## config.mk

```make
export PLATFORM = sky130hd
export DESIGN_NAME = swath_line_ptr
export DESIGN_NICKNAME = d
export VERILOG_FILES = /design/src/rtl/swath_line_ptr_pkg.sv /design/src/rtl/swath_line_addr.sv /design/src/rtl/swath_carry_copy.sv /design/src/rtl/swath_line_ptr.sv
export SDC_FILE = /design/constraint.sdc
export NUM_CORES = 1
export LEC_CHECK = 0
export BUFFER_PORTS_ARGS = -buffer_cell sky130_fd_sc_hd__buf_4
export CORE_ASPECT_RATIO = 0.5
export CORE_MARGIN = 1
export CORE_UTILIZATION = 45
export DETAILED_ROUTE_END_ITERATION = 10
export PLACE_DENSITY = 0.67
export SLEW_MARGIN = 20
export SYNTH_ARGS = -nofsm -noshare
export SYNTH_HDL_FRONTEND = slang
export SYNTH_SLANG_ARGS = --single-unit
```

## constraint.sdc

```tcl
create_clock -name clk -period 5.3 [get_ports clk]
set_input_delay 0 -clock clk [delete_from_list [all_inputs] [get_ports clk]]
set_output_delay 0 -clock clk [all_outputs]
set_load 0.005 [all_outputs]
```

## src/rtl/swath_line_ptr_pkg.sv

```systemverilog
package swath_line_ptr_pkg;
    localparam int unsigned DEF_SWATH_LINES  = 208;
    localparam int unsigned DEF_MARGIN_LINES = 12;
    localparam int unsigned DEF_LINE_BYTES   = 600;
    localparam int unsigned NUM_ADDR_PORTS   = 4;   // write, read, copy source, copy destination
endpackage

```

## src/rtl/swath_line_addr.sv

```systemverilog
module swath_line_addr #(
    parameter int unsigned SLOT_LINES = 220,
    parameter int unsigned LINE_BYTES = 600,
    parameter int unsigned IDX_W      = 8,
    parameter int unsigned ADDR_W     = 19
) (
    input  logic              slot_i,
    input  logic [IDX_W-1:0]  idx_i,
    output logic [ADDR_W-1:0] addr_o
);
    localparam logic [ADDR_W-1:0] SLOT_BYTES = ADDR_W'(SLOT_LINES * LINE_BYTES);
    localparam logic [ADDR_W-1:0] STRIDE     = ADDR_W'(LINE_BYTES);

    logic [ADDR_W-1:0] base;

    always_comb begin
        base   = slot_i ? SLOT_BYTES : '0;
        addr_o = base + ADDR_W'(idx_i) * STRIDE;
    end
endmodule

```

## src/rtl/swath_carry_copy.sv

```systemverilog
module swath_carry_copy #(
    parameter int unsigned CAR_W = 4
) (
    input  logic             clk,
    input  logic             rst_n,
    input  logic             start_i,
    input  logic [CAR_W-1:0] count_i,
    input  logic             ack_i,
    output logic             valid_o,
    output logic [CAR_W-1:0] k_o
);
    typedef struct packed {
        logic [CAR_W-1:0] left;
        logic [CAR_W-1:0] k;
    } cp_state_t;

    cp_state_t cs_d, cs_q;

    always_comb begin
        cs_d = cs_q;
        if (start_i) begin
            cs_d.left = count_i;
            cs_d.k    = '0;
        end else if (ack_i && cs_q.left != '0) begin
            cs_d.left = cs_q.left - 1'b1;
            cs_d.k    = cs_q.k + 1'b1;
        end
    end

    always_ff @(posedge clk) begin
        if (!rst_n) cs_q <= '0;
        else        cs_q <= cs_d;
    end

    assign valid_o = (cs_q.left != '0);
    assign k_o     = cs_q.k;
endmodule

```

## src/rtl/swath_line_ptr.sv

```systemverilog
module swath_line_ptr
    import swath_line_ptr_pkg::*;
#(
    parameter int unsigned SWATH_LINES  = DEF_SWATH_LINES,
    parameter int unsigned MARGIN_LINES = DEF_MARGIN_LINES,
    parameter int unsigned LINE_BYTES   = DEF_LINE_BYTES,
    localparam int unsigned SLOT_LINES  = SWATH_LINES + MARGIN_LINES,
    localparam int unsigned ADDR_W      = $clog2(2 * SLOT_LINES * LINE_BYTES),
    localparam int unsigned IDX_W       = $clog2(SLOT_LINES + 1),
    localparam int unsigned RDL_W       = $clog2(SWATH_LINES),
    localparam int unsigned CAR_W       = $clog2(MARGIN_LINES + 1)
) (
    input  logic              clk,
    input  logic              rst_n,
    input  logic              wr_line_i,
    output logic [ADDR_W-1:0] wr_addr_o,
    output logic              wr_slot_o,
    output logic              wr_full_o,
    input  logic [RDL_W-1:0]  rd_line_i,
    output logic [ADDR_W-1:0] rd_addr_o,
    output logic              rd_slot_o,
    output logic              rd_empty_o,
    input  logic              rd_done_i,
    input  logic              rd_blank_i,
    output logic              cp_valid_o,
    output logic [ADDR_W-1:0] cp_src_o,
    output logic [ADDR_W-1:0] cp_dst_o,
    input  logic              cp_ack_i
);
    typedef struct packed {
        logic [1:0]       ready;     // slot sealed and owned by the reader
        logic             wr_ptr;
        logic             rd_ptr;
        logic [IDX_W-1:0] wr_idx;
        logic             rel_pend;  // release requested, waiting for carry copy
    } ptr_state_t;

    ptr_state_t st_d, st_q;

    logic             in_margin, other_sealed, switch_go, accept;
    logic             rel_req, rel_fire, cp_busy, cp_start;
    logic [CAR_W-1:0] cp_count, cp_k;

    // Address units: 0 write, 1 read, 2 copy source, 3 copy destination
    logic              a_slot [NUM_ADDR_PORTS];
    logic [IDX_W-1:0]  a_idx  [NUM_ADDR_PORTS];
    logic [ADDR_W-1:0] a_addr [NUM_ADDR_PORTS];

    always_comb begin
        in_margin    = st_q.wr_idx >= IDX_W'(SWATH_LINES);
        other_sealed = st_q.ready[~st_q.wr_ptr];
        wr_full_o    = in_margin && (st_q.wr_idx == IDX_W'(SLOT_LINES) || !other_sealed);
        switch_go    = in_margin && !other_sealed && !cp_busy;
        accept       = wr_line_i && !wr_full_o;
        rd_empty_o   = !st_q.ready[st_q.rd_ptr] || st_q.rel_pend;
        rel_req      = (rd_done_i || rd_blank_i) && !rd_empty_o;
        rel_fire     = (st_q.rel_pend || rel_req) && !cp_busy;
        cp_start     = switch_go;
        cp_count     = CAR_W'(st_q.wr_idx - IDX_W'(SWATH_LINES));

        st_d = st_q;
        if (rel_fire) begin
            st_d.ready[st_q.rd_ptr] = 1'b0;
            st_d.rd_ptr             = ~st_q.rd_ptr;
            st_d.rel_pend           = 1'b0;
        end else begin
            st_d.rel_pend = st_q.rel_pend || rel_req;
        end

        if (switch_go) begin
            st_d.wr_ptr = ~st_q.wr_ptr;
            st_d.wr_idx = st_q.wr_idx - IDX_W'(SWATH_LINES);
        end else if (accept) begin
            st_d.wr_idx = st_q.wr_idx + 1'b1;
            if (st_q.wr_idx == IDX_W'(SWATH_LINES - 1))
                st_d.ready[st_q.wr_ptr] = 1'b1;
        end
    end

    always_ff @(posedge clk) begin
        if (!rst_n) st_q <= '0;
        else        st_q <= st_d;
    end

    swath_carry_copy #(.CAR_W(CAR_W)) u_copy (
        .clk     (clk),
        .rst_n   (rst_n),
        .start_i (cp_start),
        .count_i (cp_count),
        .ack_i   (cp_ack_i),
        .valid_o (cp_busy),
        .k_o     (cp_k)
    );

    always_comb begin
        a_slot[0] = st_q.wr_ptr;
        a_idx[0]  = st_q.wr_idx;
        a_slot[1] = st_q.rd_ptr;
        a_idx[1]  = IDX_W'(rd_line_i);
        a_slot[2] = ~st_q.wr_ptr;
        a_idx[2]  = IDX_W'(SWATH_LINES) + IDX_W'(cp_k);
        a_slot[3] = st_q.wr_ptr;
        a_idx[3]  = IDX_W'(cp_k);
    end

    for (genvar g = 0; g < NUM_ADDR_PORTS; g++) begin : g_addr
        swath_line_addr #(
            .SLOT_LINES (SLOT_LINES),
            .LINE_BYTES (LINE_BYTES),
            .IDX_W      (IDX_W),
            .ADDR_W     (ADDR_W)
        ) u_addr (
            .slot_i (a_slot[g]),
            .idx_i  (a_idx[g]),
            .addr_o (a_addr[g])
        );
    end

    assign wr_addr_o  = a_addr[0];
    assign rd_addr_o  = a_addr[1];
    assign cp_src_o   = a_addr[2];
    assign cp_dst_o   = a_addr[3];
    assign wr_slot_o  = st_q.wr_ptr;
    assign rd_slot_o  = st_q.rd_ptr;
    assign cp_valid_o = cp_busy;
endmodule

```

==> out/metrics.csv <==
stage,metric,value,unit
run_status,status,"finished, final reports clean",
detailed_routing,DR pass1 iterations,4,
clocking,CTS Hold Bufs,0,
synth,most frequent cells after synthesis,"136 x ha_1, 73 x inv_1, 47 x xnor2_1, 37 x a21oi_1, 36 x nand2_1",
sta,PnR worst setup slack,0.803,ns
die,Std-Cell Core Area,11200,um^2
global_routing,vias in the first global route,4314,
clocking,CTS Buf Count,3,
synth,synth top area cells,"ha_1 32%, dfxtp_1 7.9%, xnor2_1 7.8%, fa_1 6.1%, inv_1 5.2%",
die,die width,155,um
synth,Syn Inst Count,634,
placed_design,routability cong.,0.852,
job,# Max-Cap Violations,0,
synth,"EDFF count, synth",0,
global_routing,gr ovfl total,0,
sta,Hold Fails Final Rpt,0,
detailed_routing,routed vias/inst,5.18,
clocking,worst skew pair latency,0.26,ns
synth,area share of the largest cell type after synthesis,32.2,%
sta,Slew @ Worst Pin,0.713,ns
sta,Max Slew Vio Count,0,
detailed_routing,routed vias,4469,
worst_setup_path,Critical Path Source Type,flop,
pwr,VDD IR max,147,uV
sta,setup TNS,0,ns
worst_setup_path,data required time at the worst endpoint,5.30,ns
sta,# setup viols final,0,
die,Ports,95,
clocking,postcts setup bufs,0,
detailed_routing,drt drc,0,
sta,unrepaired setup endpoints after global routing,no,
sta,Final period util,84.9,%
sta,fmax,0.222,GHz
clocking,Max clock buf depth,2,
layout,Antenna Cells,0,
worst_setup_path,Arrival @ worst endpoint,4.50,ns
global_routing,first-pass GRT wire length,19.2,mm
global_routing,maximum number of pins on one net before global-route repair,19,
synth,#FFs+latches synth,21,
detailed_routing,drt wl/cell,12.5,um
sta,final hold slack,0.0616,ns
layout,Layout Nets,871,
placed_design,hpwl dp,9.32,mm
detailed_routing,Final ANT Viol Nets,0,
layout,Fillers,1092,
layout,share of layout cells above drive strength 1,14.1,%
worst_setup_path,CP Class,flop to output pin,
die,die area,12200,um^2
die,Die Ht,78.7,um
global_routing,GRT Total Usage,18.6,%
clocking,post-CTS sizing,0,
worst_setup_path,critical path endpoint category,output pin,
synth,main flop type after synthesis,dfxtp_1,
placed_design,port buffer count,79,
sta,Slew HR,52.4,%
synth,synth unique cells,67,
die,Cell Rows,27,
clocking,clock slew at reported path FFs,0.06,ns
worst_setup_path,Crit Path Max Fanout,12,
detailed_routing,DR iter-0 viols,126,
synth,Yosys top cell by area,ha_1,
clocking,Sink Count,21,
sta,Clock Skews,0.00556,ns
synth,asr flop ratio synth,0,%
die,Starting Density,47.2,%
layout,area grow syn2layout,14.0,%
pwr,Leakage Power,3.20,nW
synth,sequential share of the synthesized area,7.94,%
placed_design,pre-CTS setup slack,1.08,ns
synth,Syn Std Cell Area,5290,um^2
synth,synthesized area per cell,8.35,um^2
pwr,power per cell area,248,nW/um^2
clocking,Root Driver,clkbuf_16,
global_routing,antenna violations before repair,0,
worst_hold_path,Hold WC Path Type,primary input to flop,
synth,most frequent cell after synthesis,ha_1,
clocking,TritonCTS clock tree,done,
clocking,htree depth,1,
synth,count of warnings emitted by yosys,0,
sta,fin crit period,4.50,ns
detailed_routing,WL final,10.8,mm
==> power by group <==
part	switching (mW)	internal, mW
sequential	0.0290	0.180
clock	0.0608	0.102
combinational	0.576	0.548
total	0.666	0.831
==> worst paths after layout <==
kind / start / to / slack, ns / cells after the start
setup / recovery: a_idx[28] / wr_addr_o[16] / 0.80 / 15
hold / removal: rst_n / st_q[0] / 0.06 / 3
setup reg to reg: a_idx[29] / a_idx[31] / 2.67 / 9
hold reg to reg: st_q[0] / st_q[0] / 0.51 / 2
==> final cells by class <==
cell class              instances  area (um^2)  area share (%)
multi-input cells             527         4470            74.0
clock buffers                   3         75.1            1.24
well taps                     159          199            3.30
clock inverters                 1         7.51           0.124
flip-flops and latches         21          420            6.97
inverters                      73          274            4.54
repair buffers                 79          593            9.83
==> through the flow <==
step / std cells / power [mW] / area [um^2] / util (%)
floorplan: 648 / 0.984 / 5350 / -
global placement: 859 / 1.33 / 5950 / 53.1
detailed placement: 859 / 1.35 / 5950 / 53.1
CTS: 863 / 1.51 / 6040 / 53.8
global route: 863 / 1.66 / 6040 / 53.8
finish: 863 / 1.50 / 6040 / 53.8
==> worst max-delay path: stages (launching register included) <==
cell and delay, ns:
dfxtp_1 0.58, ha_1 0.31, ha_1 0.27, inv_1 0.05, fa_1 0.50, fa_1 0.52
inv_1 0.04, ha_1 0.37, nand2_1 0.07, a211o_1 0.24, a31o_2 0.20, a221oi_1 0.41
and2_1 0.23, nand3_1 0.12, xnor2_1 0.19, buf_4 0.13
==> layer usage <==
metal	routed length (um)	vias to the layer above	global-route usage, %
li1	-	2349	-
met1	5690	2048	25.4
met2	4810	65	32.9
met3	261	7	0.939
met4	61	0	2.55
met5	0	-	0
==> registers in the layout, indices dropped and copies added, names as in the netlist <==
| signal | cells |
|---|---|
| st_q | 3 |
| a_idx | 8 |
| u_copy.k_o | 4 |
| rd_slot_o | 1 |
| u_copy.cs_q | 4 |
| wr_slot_o | 1 |
==> layout by cell type, fill, tap and decap left out, types with 16 or more instances in the layout <==
| master | count |
|---|---|
| ha_1 | 136 |
| fa_1 | 16 |
| nor2_1 | 27 |
| xor2_1 | 26 |
| inv_1 | 73 |
| xnor2_1 | 47 |
| a21oi_1 | 37 |
| o21ai_0 | 20 |
| nand2_1 | 36 |
| dfxtp_1 | 21 |
| buf_4 | 79 |
==> kinds of logic after synthesis <==
| group | share of synthesized area (%) |
|---|---|
| adder cells (fa/ha/maj) | 38.2 |
| multiplexers | 0.780 |
| AND/OR/NAND/NOR | 15.4 |
| buffers and inverters | 8.65 |
| other | 0.0709 |
| XOR/XNOR | 12.1 |
| AO/OA/AOI/OAI | 16.9 |
| flip-flops | 7.94 |
No activity file was read; power rests on OpenSTA's default activity.
